**src/rtl/ctmr_pkg.sv**
```systemverilog
package ctmr_pkg;
    localparam int unsigned ADDR_W = 2;
    localparam logic [ADDR_W-1:0] ADR_RLD0 = 2'd0;
    localparam logic [ADDR_W-1:0] ADR_RLD1 = 2'd1;
    localparam logic [ADDR_W-1:0] ADR_CTRL = 2'd2;
    localparam int unsigned CTRL_W = 7;

    // MSB first: bit6 out_en ... bit0 run0
    typedef struct packed {
        logic out_en;
        logic chsel;
        logic gate1;
        logic gate0;
        logic cascade;
        logic run1;
        logic run0;
    } ctrl_t;

    typedef enum logic {
        CH_IDLE  = 1'b0,
        CH_COUNT = 1'b1
    } ch_state_e;
endpackage

```
**src/rtl/ctmr_regs.sv**
```systemverilog
module ctmr_regs
    import ctmr_pkg::*;
#(
    parameter int unsigned CNT_W = 8
) (
    input  logic                   clk,
    input  logic                   rst_n,
    input  logic                   wr_en,
    input  logic [ADDR_W-1:0]      wr_addr,
    input  logic [CNT_W-1:0]       wr_data,
    output logic [CNT_W-1:0]       rld0,
    output logic [CNT_W-1:0]       rld1,
    output ctrl_t                  ctrl
);
    logic unused_hi;
    assign unused_hi = ^wr_data[CNT_W-1:CTRL_W];

    always_ff @(posedge clk or negedge rst_n) begin
        if (!rst_n) begin
            rld0 <= '0;
            rld1 <= '0;
            ctrl <= '0;
        end else if (wr_en) begin
            unique case (wr_addr)
                ADR_RLD0: rld0 <= wr_data;
                ADR_RLD1: rld1 <= wr_data;
                ADR_CTRL: ctrl <= ctrl_t'(wr_data[CTRL_W-1:0]);
                default:  ;
            endcase
        end
    end
endmodule

```
**src/rtl/ctmr_chan.sv**
```systemverilog
module ctmr_chan
    import ctmr_pkg::*;
#(
    parameter int unsigned CNT_W = 8
) (
    input  logic             clk,
    input  logic             rst_n,
    input  logic             run,
    input  logic             step,
    input  logic [CNT_W-1:0] reload,
    output logic             wrap
);
    ch_state_e        st_q, st_d;
    logic [CNT_W-1:0] cnt_q;
    logic             active;

    // state register
    always_ff @(posedge clk or negedge rst_n) begin
        if (!rst_n) st_q <= CH_IDLE;
        else        st_q <= st_d;
    end

    // transitions
    always_comb begin
        st_d = st_q;
        unique case (st_q)
            CH_IDLE:  if (run)  st_d = CH_COUNT;
            CH_COUNT: if (!run) st_d = CH_IDLE;
            default:  st_d = CH_IDLE;
        endcase
    end

    // outputs
    always_comb begin
        active = (st_q == CH_COUNT) && run;
        wrap   = active && step && (cnt_q == '0);
    end

    always_ff @(posedge clk or negedge rst_n) begin
        if (!rst_n)      cnt_q <= '0;
        else if (!active) cnt_q <= reload;
        else if (step)   cnt_q <= (cnt_q == '0) ? reload : cnt_q - 1'b1;
    end
endmodule

```
**src/rtl/ctmr_out.sv**
```systemverilog
module ctmr_out #(
    parameter bit INV_OUT = 1'b1
) (
    input  logic clk,
    input  logic rst_n,
    input  logic wrap0,
    input  logic wrap1,
    input  logic cascade,
    input  logic chsel,
    input  logic out_en,
    output logic uf0,
    output logic uf1,
    output logic tout,
    output logic tout_n
);
    logic sel_wrap;
    logic tgl_q;

    always_comb sel_wrap = (cascade || chsel) ? wrap1 : wrap0;

    always_ff @(posedge clk or negedge rst_n) begin
        if (!rst_n) begin
            uf0   <= 1'b0;
            uf1   <= 1'b0;
            tgl_q <= 1'b0;
        end else begin
            uf0 <= wrap0 && !cascade;
            uf1 <= wrap1;
            if (!out_en)       tgl_q <= 1'b0;
            else if (sel_wrap) tgl_q <= ~tgl_q;
        end
    end

    assign tout = tgl_q;

    generate
        if (INV_OUT) begin : g_inv
            assign tout_n = ~tgl_q;
        end else begin : g_noinv
            assign tout_n = 1'b0;
        end
    endgenerate
endmodule

```
**src/rtl/cascade_timer.sv**
```systemverilog
module cascade_timer
    import ctmr_pkg::*;
#(
    parameter int unsigned CNT_W      = 8,
    parameter bit          EVT_ACTIVE = 1'b1,
    parameter bit          INV_OUT    = 1'b1
) (
    input  logic              clk,
    input  logic              rst_n,
    input  logic              wr_en,
    input  logic [ADDR_W-1:0] wr_addr,
    input  logic [CNT_W-1:0]  wr_data,
    input  logic              tick0,
    input  logic              tick1,
    input  logic              evt_in,
    output logic              uf0,
    output logic              uf1,
    output logic              tout,
    output logic              tout_n
);
    logic [CNT_W-1:0] rld0, rld1;
    ctrl_t            ctrl_q;
    logic             evt_on, step0, step1, run1_eff, wrap0, wrap1;

    ctmr_regs #(.CNT_W(CNT_W)) u_regs (
        .clk(clk), .rst_n(rst_n), .wr_en(wr_en), .wr_addr(wr_addr),
        .wr_data(wr_data), .rld0(rld0), .rld1(rld1), .ctrl(ctrl_q)
    );

    always_comb begin
        evt_on   = (evt_in == EVT_ACTIVE);
        step0    = tick0 && (!ctrl_q.gate0 || evt_on);
        step1    = ctrl_q.cascade ? wrap0 : (tick1 && (!ctrl_q.gate1 || evt_on));
        run1_eff = ctrl_q.cascade ? ctrl_q.run0 : ctrl_q.run1;
    end

    ctmr_chan #(.CNT_W(CNT_W)) u_ch0 (
        .clk(clk), .rst_n(rst_n), .run(ctrl_q.run0), .step(step0),
        .reload(rld0), .wrap(wrap0)
    );

    ctmr_chan #(.CNT_W(CNT_W)) u_ch1 (
        .clk(clk), .rst_n(rst_n), .run(run1_eff), .step(step1),
        .reload(rld1), .wrap(wrap1)
    );

    ctmr_out #(.INV_OUT(INV_OUT)) u_out (
        .clk(clk), .rst_n(rst_n), .wrap0(wrap0), .wrap1(wrap1),
        .cascade(ctrl_q.cascade), .chsel(ctrl_q.chsel), .out_en(ctrl_q.out_en),
        .uf0(uf0), .uf1(uf1), .tout(tout), .tout_n(tout_n)
    );
endmodule

```
**config.mk**
```make
export PLATFORM = sky130hd
export DESIGN_NAME = cascade_timer
export DESIGN_NICKNAME = d
export VERILOG_FILES = /design/src/rtl/ctmr_pkg.sv /design/src/rtl/ctmr_regs.sv /design/src/rtl/ctmr_chan.sv /design/src/rtl/ctmr_out.sv /design/src/rtl/cascade_timer.sv
export SDC_FILE = /design/constraint.sdc
export NUM_CORES = 1
export LEC_CHECK = 0
export BUFFER_PORTS_ARGS = -buffer_cell sky130_fd_sc_hd__buf_2
export CAP_MARGIN = 25
export CORE_UTILIZATION = 53
export CTS_CLUSTER_DIAMETER = 60
export CTS_CLUSTER_SIZE = 20
export DETAILED_ROUTE_END_ITERATION = 10
export PLACE_DENSITY = 0.75
export SETUP_SLACK_MARGIN = 0.05
export SLEW_MARGIN = 0
export SYNTH_ARGS = -nofsm -noshare
export SYNTH_HDL_FRONTEND = slang
export SYNTH_SLANG_ARGS = --single-unit
```
**constraint.sdc**
```tcl
create_clock -name clk -period 2.15 [get_ports clk]
set_input_delay 0.1075 -clock clk [delete_from_list [all_inputs] [get_ports clk]]
set_output_delay 0.1075 -clock clk [all_outputs]
set_load 0.005 [all_outputs]
```
==> results.md, run 1 <==
- H-tree depth: 2
- Layout Skew: around 0.0058 ns
- Outcome: finished clean
- Top cells by area, synth: dfrtp_1 51%, mux2_2 12%, a21oi_1 4.1%, o21ai_0 3.2%, ha_1 2.3%
- Sink Count: between 40 and 50
- Metal-1 WL: around 2100 um
- Mux cell area share after synthesis: 0.126
- Synth async-reset ratio: 1.00
- Leakage: approximately 0.0011 uW
- CP peak stage delay: 0.50 ns
- DRC Markers: 0
- 1st-iter DRT viols: about 110
- Largest net degree at the start of global routing: 45
- ANT cells: 0
- Post-synthesis xor/xnor area fraction: 0
- Worst Path Required: around 2.3 ns
- Reg2Reg Setup Slack: 0.15 ns
- Max frequency: 0.500 GHz
- Core Rows: 22
- Slew margin rel.: 0.481
- FF-to-FF Start: u_ch0.cnt_q[2]
- DRT Wirelength: around 4400 um
- Final setup viols: 0
- Ys Warns: 0
- Met3 wire len: approximately 250 um
- # nets final: between 200 and 300
- Synth Instances: 200
- Simple-gate share of the synthesized area: 0.180
- CTS Root Cell: clkbuf_8
- Tot GR Track Use: 0.240
- Final slew viol count: 0
- Gr ovfl total: 0
- Top Ports: 20
- Post-Synthesis Net Count: 220
- HPWL after detailed placement: roughly 3200 um
- Worst path buffer plus inverter count: 0
- Top cells by count, synth: 44 x dfrtp_1, 23 x mux2_2, 18 x a21oi_1, 14 x o21ai_0, 13 x nor2_1
- CP startpoint: u_ch0.cnt_q[2]
- Clock-pin slew on the worst setup and hold paths: approximately 0.080 ns
- Total chip power: between 2000 and 3000 uW
- Startpoint Class: flop
- Crit path DAT: 2.18 ns
- Max IR drop VDD: 0.631 mV
- Worst-case reg-to-reg path depth: 5
- Period utilization: 0.931
- Design area: 2530 um^2
- Via count: about 1700
- Post-synth EDFFs: 0
- Yosys cell types: between 40 and 50
- Synth Area in Compound Gates: 0.148
- Port bufs: 19
- Placed Area: approximately 2400 um^2
- Fin. Hold Viols: 0
- Top Family by Delay on Critical Path: simple AND/OR/NAND/NOR gates
- Antenna violations before repair: 0
- Synth Flop Type: dfrtp_1
- Die H: about 66 um
- Share of cells above drive strength 1: 0.319
- Max Used Layer: met4
- Placed cell count: ~270
- Slowest cell on crit path: or3b_2
- Worst Hold Class: input port to flop
- Met2 routed WL: around 2100 um
- Adder-cell area share of the yosys netlist: 0.0230
- Syn Area/Cell: ~11 um^2
- Worst-Margin Slew: 0.776 ns
- Reg-to-Reg End: u_ch0.cnt_q[7]
- Main combinational cell family by area after synthesis: simple AND/OR/NAND/NOR gates
- Synth-to-Final Area Change: 16.2%
- Sum of negative setup slack: 0 ns
- Post-DR wirelength/cell: between 15 and 20 um
- 1st-pass router iterations: 4
- CTS buffer count: 5
- Critical path endpoint category: flop
- Post-DRT Antenna Nets: 0
- Crit Path Category: flop to flop
- Synth top area share: 0.507
- Seq cells post-synth: 44
- Power Density: about 1100 nW/um^2
- Sequential-to-total area share from yosys stat: 0.507
- Worst-Skew Late Latency: roughly 0.30 ns
- CTS tree: built
- Number of global-route vias before repair: approximately 1700
- Synth Cell Area: 2170 um^2
- Unrepaired setup endpoints after global routing: no
- Maxcap violations: 0
- Final min period: approximately 2.0 ns
- Most common cell in the netlist: dfrtp_1
- Global-route wire length before repair: ~7600 um
- Crit path to: u_ch0.cnt_q[7]
- Clock Path Buffers: 2
- Initial Utilization: 0.572
- Setup WS post-layout: approximately 0.15 ns
- Crit-path cells: nor3_1 -> or3b_2 -> or3_1 -> o22ai_1 -> o2bb2a_1
- Area leader, netlist: dfrtp_1
- Final Non-Filler Cells: between 200 and 300
- Worst slack, placed: -0.00503 ns
- Die X: around 66 um
- Core ar.: ~3800 um^2
- Largest fanout on the critical path: 5
- Placer Congestion: around 0.84
- Crit path depth: 5
- DIE AREA: 4360 um^2
- Drt via density: about 6.0
-- through the flow --
step	hold WS, ns	util
floorplan	-0.188	-
global route	0.0618	0.665
finish	0.0705	0.665
detailed placement	0.315	0.619
CTS	0.0634	0.649
global placement	0.288	0.619
-- how the worst min path moves through the flow --
| stage | from | to | slack (ns) | cells past startpoint |
|---|---|---|---|---|
| after detailed placement | rst_n | u_regs.rld1[6] | 0.32 | 1 |
| after global routing | wr_data[0] | u_regs.rld0[0] | 0.06 | 2 |
| after floorplan | rst_n | u_ch0.cnt_q[0] | -0.19 | 0 |
| after CTS | wr_data[0] | u_regs.rld0[0] | 0.06 | 2 |
| final | wr_data[0] | u_regs.ctrl[0] | 0.07 | 2 |
| after global placement | rst_n | u_regs.rld1[6] | 0.29 | 1 |
-- logic make-up (layout without fill, tap and decap cells) --
| group | after synthesis | count (layout) |
|---|---|---|
| simple gates | 66 | 66 |
| compound gates | 53 | 53 |
| flops | 44 | 44 |
| mux | 24 | 24 |
| buf+inv | 9 | 44 |
| fa+ha+maj | 4 | 4 |
-- repair_timing --
item                                    4_1_cts  5_1_grt
pin swaps                                     0        5
resized for setup                             1        5
endpoints found under the setup margin        1        4
hold buffers                                  1        0
cloned                                        0        0
setup buffers                                 1        3
endpoints found under the hold margin        44        0
-- layout by cell type (no fill, tap or decap), drive strengths merged, types with 2 or more instances in the layout --
| master | netlist | routed |
|---|---|---|
| o211ai | 3 | 3 |
| nand3b | 2 | 2 |
| and3 | 2 | 2 |
| a21oi | 18 | 18 |
| or3 | 5 | 5 |
| inv | 6 | 6 |
| mux2 | 24 | 24 |
| and2 | 3 | 3 |
| nor2 | 13 | 13 |
| dfrtp | 44 | 44 |
| nor3 | 7 | 7 |
| o2bb2ai | 3 | 3 |
| nor3b | 4 | 4 |
| a211oi | 2 | 2 |
| ha | 4 | 4 |
| nand4 | 5 | 5 |
| nand2 | 11 | 11 |
| o22ai | 5 | 5 |
| nor4 | 3 | 3 |
| clkbuf | 1 | 7 |
| buf | 2 | 29 |
| a31oi | 2 | 2 |
| o21ai | 14 | 14 |
| nand2b | 2 | 2 |
| nand3 | 3 | 3 |
-- per-layer routing --
metal / global-route usage / vias to the layer above
met1: 0.313 / 830
met2: 0.385 / 52
met3: 0.0724 / 8
li1: - / 814
met5: 0 / -
met4: 0.0718 / 0
-- report_power, final --
| part | leakage (uW) | internal [uW] | switching, uW |
|---|---|---|---|
| Clock | 0.0000445 | 261 | 273 |
| Sequential | 0.000529 | 1060 | 214 |
| Combinational | 0.000493 | 424 | 461 |
| Total | 0.00107 | 1740 | 948 |
-- final cells by class --
cell class              count  area [um^2]
fillers                   294         1270
flip-flops and latches     44         1100
repair buffers             30          193
clock inverters             1         7.51
well taps                  48         60.1
clock buffers               7         86.3
multi-input cells         147         1060
inverters                   6         22.5
-- state kept, by name (all words and copies together) (netlist names) --
name	flops
u_regs.rld0	8
u_ch1.cnt_q	8
u_out.uf0	1
u_regs.ctrl	7
u_out.tout	1
u_regs.rld1	8
u_ch0.st_q	1
u_ch0.cnt_q	8
u_ch1.st_q	1
u_out.uf1	1
(Power assumes the default switching activity.)
==> run 2, diff against run 1 <==
--- a/config.mk
+++ b/config.mk
@@ -5,13 +5,13 @@
 export SDC_FILE = /design/constraint.sdc
 export NUM_CORES = 1
 export LEC_CHECK = 0
-export BUFFER_PORTS_ARGS = -buffer_cell sky130_fd_sc_hd__buf_2
 export CAP_MARGIN = 25
-export CORE_UTILIZATION = 53
+export CORE_UTILIZATION = 55
 export CTS_CLUSTER_DIAMETER = 60
 export CTS_CLUSTER_SIZE = 20
 export DETAILED_ROUTE_END_ITERATION = 10
-export PLACE_DENSITY = 0.75
+export DONT_BUFFER_PORTS = 1
+export PLACE_DENSITY = 0.73
 export SETUP_SLACK_MARGIN = 0.05
 export SLEW_MARGIN = 0
 export SYNTH_ARGS = -nofsm -noshare
==> run 2 against run 1 <==
Effect of this change:
- non-clock buffer count fell by 13
- highest routed layer unchanged
- via count fell by 4.8%
- count of clock-buffer cells in the layout fell by 1
- first-iteration DRC count fell by 8.0%
- clock power rose by 21%
- final area fell by 0.25%
- total power rose by 3.4%
- combinational power fell by 2.5%
- sequential power barely moved
==> results.md, run 2 (synthesis gave the netlist of run 1 again) <==
- Synth-to-Final Area Change: 15.9%
- H-tree depth: 2
- CTS Root Cell: clkbuf_8
- Start point of the worst hold path: tick0
- Final setup viols: 0
- Startpoint Class: flop
- Global-route wire length before repair: between 7000 and 8000 um
- Port bufs: 0
- Power Density: 1100 nW/um^2
- Core ar.: between 3000 and 4000 um^2
- Worst-Skew Late Latency: 0.30 ns
- Top Ports: 20
- Worst-Margin Slew: 0.822 ns
- Reg2Reg Setup Slack: approximately 0.15 ns
- Max frequency: approximately 0.50 GHz
- Leakage: around 0.0010 uW
- Largest fanout on the critical path: 3
- Die H: 64.9 um
- Worst Path Required: 2.38 ns
- Post-DR wirelength/cell: between 15 and 20 um
- Critical path endpoint category: flop
- Drt via density: 6.01
- Gr ovfl total: 0
- CP startpoint: u_ch1.cnt_q[0]
- Tot GR Track Use: 0.239
- Via count: 1622
- Crit-path cells: inv_2 -> ha_1 -> or4b_4 -> or3_4 -> or4_1 -> nand4_1
- Die X: roughly 65 um
- CP peak stage delay: roughly 0.46 ns
- Layout Skew: roughly 0.0096 ns
- # nets final: between 200 and 250
- Clock Path Buffers: 2
- Unrepaired setup endpoints after global routing: no
- Sum of negative setup slack: 0 ns
- Post-DRT Antenna Nets: 0
- Crit path depth: 6
- Share of cells above drive strength 1: 0.234
- Clock-pin slew on the worst setup and hold paths: ~0.080 ns
- 1st-iter DRT viols: 103
- Commonest non-fill, non-tap cells in the layout: 44 x dfrtp_1, 23 x mux2_2, 18 x a21oi_1
- Max IR drop VDD: 0.547 mV
- Fill cell count: 294
- Top Family by Delay on Critical Path: simple AND/OR/NAND/NOR gates
- Crit path DAT: 2.23 ns
- Design area: about 2500 um^2
- 1st-pass router iterations: 4
- Antenna violations before repair: 0
- Final min period: approximately 2 ns
- Worst path buffer plus inverter count: 1
- Initial Utilization: 0.585
- Placer Congestion: around 0.84
- Period utilization: 0.932
- DIE AREA: 4210 um^2
- Maxcap violations: 0
- Hold Path Stages: 3
- Worst slack, placed: ~0.035 ns
- Number of global-route vias before repair: 1598
- Slew margin rel.: 0.450
- Largest net degree at the start of global routing: 45
- ANT cells: 0
- Crit Path Category: flop to flop
- Final slew viol count: 0
- CTS buffer count: 5
- DRC Markers: 0
- Most common cell after layout, fill and taps aside: dfrtp_1
- Worst Hold Class: input port to flop
- Slowest cell on crit path: or4b_4
- HPWL after detailed placement: roughly 3100 um
- DRT Wirelength: 4420 um
- FF-to-FF Start: u_ch1.cnt_q[0]
- Sink Count: 44
- Outcome: finished clean
- Fin. Hold Viols: 0
- Setup WS post-layout: approximately 0.15 ns
- Core Rows: 22
- Placed Area: roughly 2300 um^2
- CTS tree: built
- Worst-case reg-to-reg path depth: 6
run 2: report_power, final:
part / switching [uW] / leakage (uW) / internal, uW
registers: 214 / 0.000529 / 1060
logic: 448 / 0.000446 / 416
clock network: 267 / 0.0000614 / 379
total: 930 / 0.00104 / 1850
run 2: worst reg2reg max path, delay by kind of cell, from the launching register on:
family / cells / cell delay, ns
and+or+nand+nor: 4 / 1.35
adders and majority gates: 1 / 0.13
buffers and inverters: 1 / 0.08
DFF: 1 / 0.39
run 2: final cells by class:
| class | count | area (um^2) | share of cell area |
|---|---|---|---|
| clock buffers | 6 | 82.6 | 0.0328 |
| clock inverters | 2 | 38.8 | 0.0154 |
| inverters | 6 | 22.5 | 0.00894 |
| multi-input cells | 147 | 1040 | 0.413 |
| flip-flops and latches | 44 | 1100 | 0.437 |
| well taps | 48 | 60.1 | 0.0238 |
| repair buffers | 17 | 175 | 0.0695 |
run 2: worst paths after layout:
path                                  end
max                            u_out.tout
min                            u_out.tout
max reg2reg                    u_out.tout
min reg2reg                    u_ch0.st_q
max in group asynchronous  u_ch0.cnt_q[7]
min in group asynchronous  u_regs.ctrl[3]
run 2: repair_timing:
item / in CTS / in global routing
setup buffers: 1 / 2
pin swaps: 0 / 4
endpoints found under the hold margin: 67 / 0
resized for setup: 1 / 1
hold buffers: 10 / 0
setup endpoints to repair: 1 / 5
run 2: stage by stage:
step | utilization | std cells | hold slack, ns | total power (uW)
final | 0.678 | 270 | 0.104 | 2780
after global routing | 0.678 | 270 | 0.108 | 2980
after CTS | 0.674 | 268 | 0.0921 | 2770
after floorplan | - | 200 | -0.188 | 1820
after global placement | 0.609 | 249 | -0.187 | 2000
after detailed placement | 0.609 | 249 | -0.187 | 2050
run 2: layer usage:
metal / part of all wire / GRT usage / up-vias
met2: 0.47 / 0.380 / 32
met3: 0.037 / 0.0493 / 5
met5: 0 / 0 / -
met1: 0.48 / 0.322 / 793
li1: - / - / 792
met4: 0.012 / 0.0889 / 0
==> run 3, diff against run 2 <==
--- a/config.mk
+++ b/config.mk
@@ -6,12 +6,11 @@
 export NUM_CORES = 1
 export LEC_CHECK = 0
 export CAP_MARGIN = 25
-export CORE_UTILIZATION = 55
+export CORE_UTILIZATION = 45
 export CTS_CLUSTER_DIAMETER = 60
 export CTS_CLUSTER_SIZE = 20
 export DETAILED_ROUTE_END_ITERATION = 10
 export DONT_BUFFER_PORTS = 1
-export PLACE_DENSITY = 0.73
 export SETUP_SLACK_MARGIN = 0.05
 export SLEW_MARGIN = 0
 export SYNTH_ARGS = -nofsm -noshare
==> run 3 against run 2 <==
Effect of this change:
- setup slack lost 0.0041 ns
- combinational power decreased by 6.1%
- core utilization decreased by 13 points
- first-iteration DRC count rose by 44%
- cell count rose by 0.74%
- total power shrank 7.9%
- register-to-register slack about the same
- count of clock-buffer cells in the layout did not move
- global-route usage decreased by 4.3 points
- highest routed layer unchanged
- worst hold slack worse by 0.0027 ns
==> results.md, run 3 (synthesis gave the netlist of run 1 again) <==
- Top Ports: 20
- Number of global-route vias before repair: 1646
- Worst-case reg-to-reg path depth: 6
- Critical path endpoint category: flop
- Setup repair bufs after CTS: 0
- 1st-iter DRT viols: between 100 and 150
- CTS tree: built
- Commonest non-fill, non-tap cells in the layout: 44 x dfrtp_1, 23 x mux2_2, 18 x a21oi_1
- Leakage: 0.00101 uW
- Start point of the worst hold path: tick0
- Period utilization: 0.934
- Largest net degree at the start of global routing: 45
- Antenna violations before repair: 0
- Most common cell after layout, fill and taps aside: dfrtp_1
- Clock-pin slew on the worst setup and hold paths: 0.08 ns
- CP startpoint: u_ch1.cnt_q[0]
- Maxcap violations: 0
- Max IR drop VDD: 0.451 mV
- Worst min-delay path endpoint: u_out.tout
- Worst-Margin Slew: 0.736 ns
- CTS Root Cell: clkbuf_8
- Core ar.: about 4500 um^2
- Initial Utilization: 0.482
- DRT Wirelength: around 4300 um
- ANT cells: 0
- Via count: roughly 1600
- Final slew viol count: 0
- Hold Path Stages: 3
- Worst Hold Class: input port to flop
- Reg2Reg Setup Slack: 0.14 ns
- Sink Count: 44
- DIE AREA: roughly 5100 um^2
- Design area: around 2500 um^2
- Synth-to-Final Area Change: 13.9%
- Sum of negative setup slack: 0 ns
- Reg-to-Reg End: u_out.tout
- Crit path DAT: roughly 2.2 ns
- Global-route wire length before repair: 7700 um
- Largest fanout on the critical path: 4
- Core Rows: 24
- DRC Markers: 0
- Post-DRT Antenna Nets: 0
- 1st-pass router iterations: 4
- # nets final: 240
- Power Density: between 1000 and 1500 nW/um^2
- Outcome: finished clean
- Tot GR Track Use: 0.196
- Worst Path Required: ~2.4 ns
- Share of cells above drive strength 1: 0.232
- Fin. Hold Viols: 0
- Post-DR wirelength/cell: about 16 um
- Placed Area: between 2000 and 2500 um^2
- Die H: approximately 70 um
- FF-to-FF Start: u_ch1.cnt_q[0]
- Layout Skew: ~0.0047 ns
- Slew margin rel.: 0.507
- Drt via density: ~5.9
- Placer Congestion: 0.829
- Worst-Skew Late Latency: 0.29 ns
- Unrepaired setup endpoints after global routing: yes
- Final min period: 2.01 ns
- CTS buffer count: 5
- Final setup viols: 0
- H-tree depth: 2
- Clock Path Buffers: 2
- Total chip power: around 2600 uW
- Max frequency: 0.498 GHz
- Crit Path Category: flop to flop
- Gr ovfl total: 0
- Die X: just over 70 um
- Startpoint Class: flop
- Port bufs: 0
- HPWL after detailed placement: around 3200 um
==> run 3: cell count changes in the layout (fill, tap and decap cells not counted), sizes merged <==
cell,change
bufinv,-1
buf,-1
==> run 3: metrics by stage <==
stage               utilization  hold WS [ns]  std cells  setup slack (ns)
floorplan                     -        -0.188        200             0.123
global placement          0.504        -0.187        255            0.0689
detailed placement        0.504        -0.187        255            0.0592
CTS                       0.546        0.0937        272            0.0734
global route              0.550         0.113        272           0.00486
finish                    0.550         0.101        272             0.142
==> run 3: how the worst max path moves through the flow <==
| stage | endpoint | slack [ns] | depth (start not counted) |
|---|---|---|---|
| global route | u_ch1.cnt_q[5] | 0.005 | 8 |
| global placement | u_out.tout | 0.07 | 6 |
| finish | u_out.tout | 0.14 | 6 |
| detailed placement | u_out.tout | 0.06 | 6 |
| floorplan | u_out.tout | 0.12 | 6 |
| CTS | u_out.tout | 0.07 | 6 |
==> run 3: layout make-up <==
cell class              instances  area [um^2]
fillers                       403         2030
flip-flops and latches         44         1100
multi-input cells             147         1050
repair buffers                 16          159
clock buffers                   6         72.6
well taps                      52         65.1
inverters                       6         22.5
clock inverters                 1         5.00
==> run 3: worst max-delay path, cell delays in order, from the launching register on <==
cell and delay, ns:
dfrtp_1 0.41, inv_2 0.08, ha_1 0.13, or4b_4 0.45
or3_4 0.39, or4_1 0.40, nand4_1 0.10
==> run 3: timing repair <==
action	4_1_cts	5_1_grt
resized for setup	1	4
endpoints found under the hold margin	67	0
pin swaps	0	3
setup endpoints to repair	1	7
gates cloned	0	0
hold buffers	10	0
==> run 3: power by group <==
group	internal, uW	switching [uW]	leakage, uW
Clock	221	259	0.0000410
Sequential	1060	215	0.000529
Combinational	388	423	0.000438
==> run 3: layer usage <==
metal  share of wire  track usage  vias to the layer above
met5               0            0                        -
met4           0.012       0.0588                        0
met3           0.055       0.0478                        5
met2            0.44        0.299                       42
met1            0.49        0.279                      775
li1                -            -                      791
